[src/rtl/nextpc_pkg.sv]
package nextpc_pkg;
   typedef enum logic [3:0] {
      FC_NONE   = 4'd0,
      FC_BEQ    = 4'd1,
      FC_BNE    = 4'd2,
      FC_GEZ    = 4'd3,
      FC_GTZ    = 4'd4,
      FC_LEZ    = 4'd5,
      FC_LTZ    = 4'd6,
      FC_GEZ_LK = 4'd7,
      FC_LTZ_LK = 4'd8,
      FC_JREG   = 4'd9,
      FC_JREG_LK= 4'd10,
      FC_JIND   = 4'd11,
      FC_JIND_LK= 4'd12
   } flow_cls_e;

   typedef enum logic [1:0] {
      SRC_SEQ  = 2'd0,
      SRC_REL  = 2'd1,
      SRC_REGN = 2'd2,
      SRC_IND  = 2'd3
   } tgt_src_e;
endpackage

[src/rtl/nextpc_cond.sv]
module nextpc_cond
   import nextpc_pkg::*;
#(
   parameter int XLEN     = 32,
   parameter int EQ_STYLE = 0
) (
   input  flow_cls_e        cls,
   input  logic [XLEN-1:0]  a_val,
   input  logic [XLEN-1:0]  b_val,
   output logic             redirect,
   output logic             want_link,
   output tgt_src_e         src_sel
);
   logic same;
   logic neg;
   logic zero;

   if (EQ_STYLE == 0) begin : g_eq_cmp
      assign same = (a_val == b_val);
   end else begin : g_eq_xor
      assign same = ~|(a_val ^ b_val);
   end

   assign neg  = a_val[XLEN-1];
   assign zero = ~|a_val;

   always_comb begin
      redirect  = 1'b0;
      want_link = 1'b0;
      src_sel   = SRC_SEQ;
      unique case (cls)
         FC_BEQ:     redirect = same;
         FC_BNE:     redirect = ~same;
         FC_GEZ:     redirect = ~neg;
         FC_GTZ:     redirect = ~neg & ~zero;
         FC_LEZ:     redirect = neg | zero;
         FC_LTZ:     redirect = neg;
         FC_GEZ_LK: begin
            redirect  = ~neg;
            want_link = ~neg;
         end
         FC_LTZ_LK: begin
            redirect  = neg;
            want_link = neg;
         end
         FC_JREG:    redirect = 1'b1;
         FC_JREG_LK: begin
            redirect  = 1'b1;
            want_link = 1'b1;
         end
         FC_JIND:    redirect = 1'b1;
         FC_JIND_LK: begin
            redirect  = 1'b1;
            want_link = 1'b1;
         end
         default: ;
      endcase
      if (redirect) begin
         if (cls == FC_JREG || cls == FC_JREG_LK)      src_sel = SRC_REGN;
         else if (cls == FC_JIND || cls == FC_JIND_LK) src_sel = SRC_IND;
         else                                          src_sel = SRC_REL;
      end
   end

   always_comb begin

      beq_match_chk: assert (!(cls == FC_BEQ && redirect) || (a_val == b_val));

      ltz_sign_chk: assert (!((cls == FC_LTZ || cls == FC_LTZ_LK) && redirect) || $signed(a_val) < 0);

      link_needs_redirect_chk: assert (!want_link || redirect);
   end
endmodule

[src/rtl/nextpc_target.sv]
module nextpc_target
   import nextpc_pkg::*;
#(
   parameter int XLEN  = 32,
   parameter int OFF_W = 16,
   parameter int IDX_W = 26
) (
   input  logic [XLEN-1:0]  cur_pc,
   input  logic [XLEN-1:0]  reg_tgt,
   input  logic [OFF_W-1:0] off,
   input  logic [IDX_W-1:0] idx,
   input  tgt_src_e         src_sel,
   output logic [XLEN-1:0]  seq_pc,
   output logic [XLEN-1:0]  dest_pc
);
   localparam int HI_W  = XLEN - IDX_W - 2;
   localparam int EXT_W = XLEN - OFF_W - 2;

   if (HI_W < 1) begin : g_bad_idx
      $error("nextpc_target: IDX_W too wide for XLEN");
   end
   if (EXT_W < 1) begin : g_bad_off
      $error("nextpc_target: OFF_W too wide for XLEN");
   end

   logic [XLEN-1:0] rel_disp;
   logic [XLEN-1:0] rel_pc;
   logic [XLEN-1:0] region_pc;

   assign seq_pc    = cur_pc + XLEN'(4);
   assign rel_disp  = {{EXT_W{off[OFF_W-1]}}, off, 2'b00};
   assign rel_pc    = seq_pc + rel_disp;
   assign region_pc = {seq_pc[XLEN-1 -: HI_W], idx, 2'b00};

   always_comb begin
      unique case (src_sel)
         SRC_REL:  dest_pc = rel_pc;
         SRC_REGN: dest_pc = region_pc;
         SRC_IND:  dest_pc = reg_tgt;
         default:  dest_pc = seq_pc;
      endcase
   end

   always_comb begin

      region_keep_chk: assert (src_sel != SRC_REGN || dest_pc[XLEN-1 -: HI_W] == seq_pc[XLEN-1 -: HI_W]);

      rel_align_chk: assert (src_sel != SRC_REL || dest_pc[1:0] == cur_pc[1:0]);
   end
endmodule

[src/rtl/nextpc_unit.sv]
module nextpc_unit
   import nextpc_pkg::*;
#(
   parameter int XLEN     = 32,
   parameter int OFF_W    = 16,
   parameter int IDX_W    = 26,
   parameter int EQ_STYLE = 0
) (
   input  logic [XLEN-1:0]  pc,
   input  logic [3:0]       flow_cls,
   input  logic [XLEN-1:0]  rs_val,
   input  logic [XLEN-1:0]  rt_val,
   input  logic [OFF_W-1:0] br_off,
   input  logic [IDX_W-1:0] jmp_idx,
   output logic [XLEN-1:0]  next_pc,
   output logic             taken,
   output logic             link_we,
   output logic [XLEN-1:0]  link_data
);
   if (XLEN < 8) begin : g_bad_xlen
      $error("nextpc_unit: XLEN too small");
   end

   flow_cls_e       cls;
   tgt_src_e        src_sel;
   logic            redirect;
   logic            want_link;
   logic [XLEN-1:0] seq_pc;
   logic [XLEN-1:0] dest_pc;

   assign cls = flow_cls_e'(flow_cls);

   nextpc_cond #(.XLEN(XLEN), .EQ_STYLE(EQ_STYLE)) u_cond (
      .cls       (cls),
      .a_val     (rs_val),
      .b_val     (rt_val),
      .redirect  (redirect),
      .want_link (want_link),
      .src_sel   (src_sel)
   );

   nextpc_target #(.XLEN(XLEN), .OFF_W(OFF_W), .IDX_W(IDX_W)) u_tgt (
      .cur_pc  (pc),
      .reg_tgt (rs_val),
      .off     (br_off),
      .idx     (jmp_idx),
      .src_sel (src_sel),
      .seq_pc  (seq_pc),
      .dest_pc (dest_pc)
   );

   assign next_pc   = dest_pc;
   assign taken     = redirect;
   assign link_we   = want_link;
   assign link_data = seq_pc;

   always_comb begin

      untaken_seq_chk: assert (taken || next_pc == pc + XLEN'(4));

      link_value_chk: assert (!link_we || link_data == pc + XLEN'(4));
   end
endmodule

[config.mk]
export PLATFORM = sky130hd
export DESIGN_NAME = nextpc_unit
export DESIGN_NICKNAME = d
export VERILOG_FILES = /design/src/rtl/nextpc_pkg.sv /design/src/rtl/nextpc_cond.sv /design/src/rtl/nextpc_target.sv /design/src/rtl/nextpc_unit.sv
export SDC_FILE = /design/constraint.sdc
export NUM_CORES = 1
export LEC_CHECK = 0
export ABC_CLOCK_PERIOD_IN_PS = 4000
export BUFFER_PORTS_ARGS = -buffer_cell sky130_fd_sc_hd__buf_4
export CAP_MARGIN = 5
export CORE_MARGIN = 1.5
export CORE_UTILIZATION = 35
export DETAILED_ROUTE_END_ITERATION = 8
export PLACE_DENSITY = 0.66
export REMOVE_ABC_BUFFERS = 1
export SLEW_MARGIN = 20
export SYNTH_ARGS = -nofsm -noshare
export SYNTH_HDL_FRONTEND = slang
export SYNTH_HIERARCHICAL = 1
export SYNTH_SLANG_ARGS = --single-unit
[constraint.sdc]
create_clock -name vclk -period 4
set_clock_uncertainty 0.2 [all_clocks]
set_input_delay 0.2 -clock vclk [all_inputs]
set_output_delay 0.2 -clock vclk [all_outputs]
set_load 0.01 [all_outputs]
* Word-level counts from Yosys, hierarchy flattened
Cells that the tools add are included.
Cells by class: $add $sub $neg 2, equal/unequal tests 16, muxes and demuxes 6, bitwise logic cells 4, reduce and logical (&&, ||, !) cells 8
Operator list (number):
- case mux 32 bit (3 select lines) | 1
- adder 32 x 3 -> 32 bit (second input constant) | 1
- adder 32 bit | 1
- equality test 32 bit | 1
- OR reduction 32 bit | 1
- equality test 4 bit (second input constant) | 5
- equality test 4 x 3 -> 1 bit (second input constant) | 4
- equality test 4 x 2 -> 1 bit (second input constant) | 2
- case mux 1 bit (7 select lines) | 1
- two-way mux 2 bit | 3
- OR reduction 2 bit | 3
- equality test 2 bit (second input constant) | 2
- equality test 4 x 1 -> 1 bit (second input constant) | 1
- OR reduction 4 bit | 1
- case mux 1 bit (3 select lines) | 1
- equality test 2 x 1 -> 1 bit (second input constant) | 1
- logical OR 1 bit | 2
- NOT 1 bit | 2
- AND 1 bit | 1
- logical NOT 1 bit | 1
- bitwise OR 1 bit | 1
Word-level totals: bits in registers 0, output and inout bits 66

* Longest topological paths before layout
Gate-level depths: netlist of the first run.
depth after elaboration 7, mapped depth 15, mapped depth without buffers 14

* By module
The synthesis of the first run kept the hierarchy.
Modules (own cells, without submodules):
- nextpc_target | times used 1, cells each 357, area an instance 2850.2 µm²
- nextpc_cond | times used 1, cells each 86, area an instance 646.9 µm²

* Least setup slack after synthesis of the first run
Ideal clock, no wire load.
path kind input port to output port, start in pc[2], end out next_pc[31], arrival 3.991 ns, required time 3.600 ns, setup slack -0.391 ns, stages 15, path through ha_1 nand3_1 nor4_1 nand3_1 xnor2_1 ha_1 clkbuf_1 a21oi_1 o21a_1 nand2_1 a311o_2 and3_4 or4_4 and2_0 a311oi_1
Between the ends: longest elaborated chain between the ends 3
Ends and longest elaborated chain:
- start: declaration | RTL line nextpc_unit.sv:9 | input logic [XLEN-1:0] pc,
- adder 32 x 3 -> 32 bit | RTL line nextpc_target.sv:30 | assign seq_pc = cur_pc + XLEN'(4);
- net link_data[22] | RTL line nextpc_unit.sv:18 | output logic [XLEN-1:0] link_data
- adder 32 bit | RTL line nextpc_target.sv:32 | assign rel_pc = seq_pc + rel_disp;
- case mux 32 bit (3 select lines) | RTL line nextpc_target.sv:36 | unique case (src_sel)
- end: declaration | RTL line nextpc_unit.sv:15 | output logic [XLEN-1:0] next_pc,
The timed path passes the listed nets, and every way through them passes these cells.

* Worst setup path after layout of the first run
start in pc[9], end out next_pc[31]
Between the ends: longest elaborated chain between the ends 3
Ends and longest elaborated chain (RTL line):
- adder 32 x 3 -> 32 bit * | nextpc_target.sv:30
- adder 32 bit | nextpc_target.sv:32
- case mux 32 bit (3 select lines) * | nextpc_target.sv:36
Every way passes the cells marked *; elsewhere a longest branch is shown, timed or not.

==> metrics.md, run 1 <==
| Metric | Value |
|---|---|
| Most used cell along the critical path | `buf_4` |
| Violated checks | `negative setup slack` |
| Cell Chain, Critical Path | `buf_6 -> nand4_1 -> nor4_4 -> buf_4 -> buf_6 -> buf_4 -> nand4_1 -> xnor2_2 -> ha_1 -> and3_1 -> and3_1 -> and3_4 -> or4_4 -> and2_4 -> a311oi_2 -> buf_4` |
| Post-Synth Simple-Gate Area | `23.58%` |
| Core Util, Final | `62.94%` |
| FILL cells | `885` |
| Area growth from synthesis to layout | `75.10%` |
| Cells after synthesis | `443` |
| Max_slew headroom | `60.68%` |
| Slowest stage delay, CP | `0.49 ns` |
| Final hold viol count | `0` |
| Synth Area in XOR/XNOR | `21.25%` |
| DR pass1 iterations | `5` |
| Post-DR vias/cell | `5.475` |
| Grt total ovfl | `0` |
| Crit path max fanout | `4` |
| Register area | `0 um2` |
| Die Y | `103.0 um` |
| Initial Util | `35.94%` |
| RSZ-0062 raised after global routing | `true` |
| Yosys warnings | `6` |
| Vias | `4,730` |
| Crit path launch type | `input port` |
| Inserted Diodes | `0` |
| CP top delay family | `simple AND/OR/NAND/NOR gates` |
| Period Utilization, post-route | `101.1%` |
| Final setup vio count | `1` |
| Power Density | `162.4 mW/mm2` |
| Max-cap violations | `0` |
| Hold endpoint | `link_data[0]` |
| Finished Layout Cells | `864` |
| Fraction of layout cells with a size suffix above 1 | `50.75%` |
| Final nets | `910` |
| CP max-delay cell | `or4_4` |
| Global-route wire length before repair | `22,930 um` |
| CLK BUF | `0` |
| Switching share of power | `46.53%` |
| Worst IR drop on VDD | `0.00007141 V` |
| Initial antenna violation count | `0` |
| Slew @ Worst Pin | `0.5885 ns` |
| Area of the multi-input gates | `0.003573 mm2` |
| Synth Area in Adders | `12.74%` |
| Die X | `103.0 um` |
| Crit path capture type | `output pin` |
| # IOs | `208` |
| Final Critical Period | `4.043 ns` |
| Setup ws final | `-0.04264 ns` |
| Place WS | `-0.1592 ns` |
| Setup CP Type | `in2out` |
| Final ANT Viol Nets | `0` |
| DR WL/cell | `18.20 um` |
| Pleak | `2.903 nW` |
| Critical Path AT | `3.64 ns` |
| Post-route DRC | `0` |
| Mux contribution to synthesized area | `17.25%` |
| Largest family of logic cells by synthesized area | `simple AND/OR/NAND/NOR gates` |
| Hpwl dp | `13,460 um` |
| Max Slew Vio Count | `0` |
| DP Cell Count | `855` |
| Comb pwr share | `100.0%` |
| DRT Wirelength | `15,730 um` |
| Seq_cells | `0` |
| Int Pwr | `0.0005317 W` |
| Worst Path Required | `3.60 ns` |
| GRT Util Overall | `27.82%` |
| Status | `complete, but fails checks` |
| Distinct cells, synth | `65` |
| Sequential Power Share | `0%` |
| Port bufs | `208` |
| Placeable Area | `0.009729 mm2` |
| Worst path bufs/invs | `5` |
| Syn_area_per_cell | `7.894 um2` |
| Hold Path Stages | `2` |
| Fmax | `0.2474 GHz` |
| Initial drt markers | `192` |
| Largest net degree at the start of global routing | `34` |
| Worst Hold Class | `in2out` |
| Compound-Gate Fraction of Synth Area | `21.22%` |
| Sequential area share after synthesis | `0%` |
| Gpl congestion | `0.9559` |
| Hold_sp | `pc[0]` |
| Row cnt | `36` |
| P_sw | `0.0004628 W` |
| Clk pwr share | `0%` |
| Die ar. | `0.01060 mm2` |
| Mapped Area | `0.003497 mm2` |
| Vias in the first global route | `4,564` |
-- per-stage QoR --
stage	TNS, ns	cell area, um2	hold WS, ns	total power [W]
final	-0.04264	6123	0.3871	0.0009945
after global routing	-0.1449	6123	0.3882	0.001066
after CTS	-0.009441	5944	0.3878	0.0009690
after detailed placement	-0.1592	5799	0.3870	0.0009508
after global placement	-0.1288	5799	0.3868	0.0009402
after floorplan	-10.59	3411	0.2000	0.0004818
-- routing by layer --
metal  vias to the layer above  global-route usage [%]  share of wire [%]
met5                         -                       0                  0
met4                         0                   6.341                2.7
met3                        25                   1.695                6.0
met2                       204                   50.56                 51
met1                      2231                   36.06                 41
li1                       2270                       -                  -
-- cell type report --
class / count / area share [%]
inverters: 14 / 0.8582
multi-input cells: 412 / 58.36
well taps: 133 / 2.718
repair buffers: 305 / 38.07
-- Yosys cell counts (all sizes together), types with 4 or more instances --
| cell type | n | area share [%] |
|---|---|---|
| a211oi | 4 | 0.86 |
| o21ai | 26 | 4.0 |
| mux2i | 4 | 1.1 |
| nor2b | 7 | 1.3 |
| o21a | 7 | 1.7 |
| nor3 | 7 | 1.0 |
| ha | 34 | 12 |
| nand2b | 6 | 1.1 |
| buf | 7 | 1.4 |
| nand4 | 10 | 1.8 |
| nor2 | 24 | 2.6 |
| a21oi | 27 | 4.0 |
| o211ai | 4 | 0.86 |
| clkbuf | 10 | 1.1 |
| o211a | 4 | 1.4 |
| xor2 | 48 | 12 |
| mux4 | 25 | 16 |
| nor4 | 17 | 3.4 |
| nand2 | 36 | 4.1 |
| inv | 14 | 1.5 |
| a21o | 9 | 1.9 |
| o22ai | 6 | 1.1 |
| and3 | 12 | 2.3 |
| xnor2 | 36 | 9.0 |
| nand3 | 21 | 3.0 |
-- timing repair --
| item | 4_1_cts | 5_1_grt |
|---|---|---|
| cloned | 0 | 0 |
| endpoints found under the setup margin | 1 | 4 |
| resized for setup | 21 | 28 |
| setup buffers | 4 | 5 |
| pin swaps | 13 | 19 |
| hold buffers | 0 | 0 |
-- worst max path at each step --
stage | from | endpoint | slack [ns] | depth (start not counted)
finish | pc[9] | next_pc[31] | -0.04 | 16
global placement | pc[2] | next_pc[31] | -0.13 | 16
CTS | pc[3] | next_pc[31] | -0.009 | 18
floorplan | rs_val[25] | next_pc[30] | -0.47 | 8
detailed placement | pc[2] | next_pc[31] | -0.16 | 18
global route | pc[9] | next_pc[31] | -0.14 | 16
-- power groups by stage --
stage	registers, W	clock network [W]	logic (W)
after global placement	0	0	0.000940
after floorplan	0	0	0.000482
after CTS	0	0	0.000969
after detailed placement	0	0	0.000951
after global routing	0	0	0.00107
final	0	0	0.000994
-- cells in the final DEF (no fill, tap or decap), types with 4 or more instances in the layout --
cell type  Yosys  routed
mux4_2        25      25
xnor2_2        0       6
ha_1          34      31
xnor2_1       36      30
nor2b_1        7       7
nor4_1        15      14
nand2b_1       6       5
inv_1         14      14
o21ai_0       24      22
a21oi_2        1       5
nor3_1         7       7
o22ai_1        6       6
o211ai_1       4       4
xor2_1        47      46
buf_6          2       5
nand4_1       10      10
nor2_1        24      23
and3_1        11      11
a21oi_1       26      22
nand2_1       35      35
mux2i_1        4       4
buf_4          2     297
a21o_1         9       9
nand3_1       21      16
o21a_1         6       6
-- kinds of logic after synthesis --
logic type	after synthesis
fa+ha+maj	35
compound gates	110
xor+xnor	84
mux	29
buf+inv	31
simple gates	154
Power figures use the tool's default switching activity.
==> inputs of run 2 (changes only) <==
--- a/config.mk
+++ b/config.mk
@@ -11,6 +11,7 @@
 export CORE_MARGIN = 1.5
 export CORE_UTILIZATION = 35
 export DETAILED_ROUTE_END_ITERATION = 8
+export MAX_ROUTING_LAYER = met4
 export PLACE_DENSITY = 0.66
 export REMOVE_ABC_BUFFERS = 1
 export SLEW_MARGIN = 20
==> run 2 against run 1 <==
Compared with the run above:
- the flow still finishes with violations (negative setup slack)
- power shrank 0.83%
- critical endpoint unchanged
- sequential cell count stayed put
- highest routed layer unchanged
- worst setup slack gained 0.015 ns
==> metrics.md, run 2 (synthesis results as in run 1) <==
| Metric | Value |
|---|---|
| Row cnt | `36` |
| Post-DR vias/cell | `5.530` |
| Register area | `0 um2` |
| Die X | `103.0 um` |
| Die ar. | `0.01060 mm2` |
| Commonest non-fill, non-tap cell in the layout | `buf_4` |
| DR pass1 iterations | `4` |
| Status | `complete, but fails checks` |
| Worst hold margin | `0.3899 ns` |
| Violated checks | `negative setup slack` |
| Power Density | `162.1 mW/mm2` |
| Final hold viol count | `0` |
| Hold_sp | `pc[1]` |
| Max_slew headroom | `57.95%` |
| # IOs | `208` |
| Initial antenna violation count | `0` |
| Setup ws final | `-0.02791 ns` |
| DR WL/cell | `18.07 um` |
| Largest net degree at the start of global routing | `23` |
| Placeable Area | `0.009729 mm2` |
| Final nets | `902` |
| Worst Hold Class | `in2out` |
| Pleak | `2.885 nW` |
| Seq_cells | `0` |
| Most frequent cells in the layout | `buf_4, xor2_1, nand2_1` |
| Initial Util | `35.94%` |
| CLK BUF | `0` |
| Post-route DRC | `0` |
| Initial drt markers | `203` |
| Most used cell along the critical path | `buf_6` |
| Vias | `4,734` |
| Area growth from synthesis to layout | `73.95%` |
| Fraction of layout cells with a size suffix above 1 | `51.59%` |
| Grt total ovfl | `0` |
| Cell Chain, Critical Path | `buf_8 -> nand4_1 -> buf_6 -> nor4_4 -> buf_6 -> nand3_4 -> xnor2_2 -> ha_1 -> a21oi_2 -> o21a_1 -> nand2_1 -> a311o_2 -> and3_4 -> or4_4 -> and2_4 -> a311oi_2 -> buf_4` |
| Gpl congestion | `0.9986` |
| Vias in the first global route | `4,529` |
| Worst Path Required | `3.60 ns` |
| Hold endpoint | `link_data[1]` |
| Hold Path Stages | `2` |
| Critical Path AT | `3.63 ns` |
| RSZ-0062 raised after global routing | `true` |
| Final ANT Viol Nets | `0` |
| CP max-delay cell | `or4_4` |
| Crit path launch type | `input port` |
| Post-route setup TNS | `-0.02791 ns` |
| Period Utilization, post-route | `100.7%` |
| DRT Wirelength | `15,470 um` |
| Slowest stage delay, CP | `0.48 ns` |
| Worst IR drop on VDD | `0.00007376 V` |
| Port bufs | `208` |
| Crit path capture type | `output pin` |
| Final setup vio count | `1` |
| Hpwl dp | `13,460 um` |
| Slew @ Worst Pin | `0.6308 ns` |
| Max-cap violations | `0` |
| Setup CP Type | `in2out` |
| Place WS | `-0.1566 ns` |
| Fmax | `0.2483 GHz` |
| Die Y | `103.0 um` |
| Crit path max fanout | `5` |
| Dpl cell area | `0.005769 mm2` |
| Final Critical Period | `4.028 ns` |
| Global-route wire length before repair | `22,470 um` |
| Inserted Diodes | `0` |
| Final Cell Area | `0.006083 mm2` |
| Max Slew Vio Count | `0` |
| GRT Util Overall | `28.02%` |
| Core Util, Final | `62.53%` |
## run 2: cell count changes in the layout (fill, tap and decap cells not counted), moves of 3 or more
cell	before	now
a21oi_1	22	19
a21oi_2	5	8
buf_4	297	291
xnor2_1	30	26
xnor2_2	6	10
## run 2: stage by stage
stage | std cells | power [W]
6_report | 856 | 0.0009862
5_1_grt | 856 | 0.001056
4_1_cts | 852 | 0.0009624
3_5_place_dp | 851 | 0.0009438
3_3_place_gp | 851 | 0.0009340
2_1_floorplan | 426 | 0.0004818
## run 2: power breakdown
| group | leakage, nW | total, W | internal, W | switching [W] |
|---|---|---|---|---|
| Sequential | 0 | 0 | 0 | 0 |
| Combinational | 2.89 | 0.000986 | 0.000526 | 0.000461 |
| Clock | 0 | 0 | 0 | 0 |
## run 2: critical path, delay by kind of cell
family,cells,cell delay [ns]
compound gates,4,1.00
xor+xnor,1,0.16
fa+ha+maj,1,0.33
buf+inv,4,0.58
simple gates,7,1.33
## run 2: worst max-delay path by stage
stage	start	end	slack [ns]	cells after the start
2_1_floorplan	rs_val[25]	next_pc[30]	-0.47	8
3_3_place_gp	pc[2]	next_pc[31]	-0.15	17
3_5_place_dp	pc[2]	next_pc[31]	-0.16	17
4_1_cts	pc[5]	next_pc[31]	0.02	16
5_1_grt	pc[12]	next_pc[31]	-0.11	17
6_report	pc[12]	next_pc[31]	-0.03	17
## run 2: what timing repair did
item,CTS,global route
hold buffers,0,0
pin swaps,6,15
hold endpoints to repair,0,0
gates cloned,0,0
endpoints found under the setup margin,1,8
resized for setup,19,37
setup buffers,1,4
## run 2: per-layer routing
layer  part of all wire (%)  vias to the layer above  track usage [%]
li1                       -                     2250                -
met1                     41                     2273            35.52
met2                     51                      191            50.05
met3                    5.6                       20            1.695
met4                    1.6                        0            4.158
met5                      0                        -                -
## run 2: final cells by class
cell class                      count  area (um2)
Inverter                           14       52.55
Timing Repair Buffer              297        2256
Multi-Input combinational cell    412        3608
Fill cell                         891        3646
Tap cell                          133       166.4
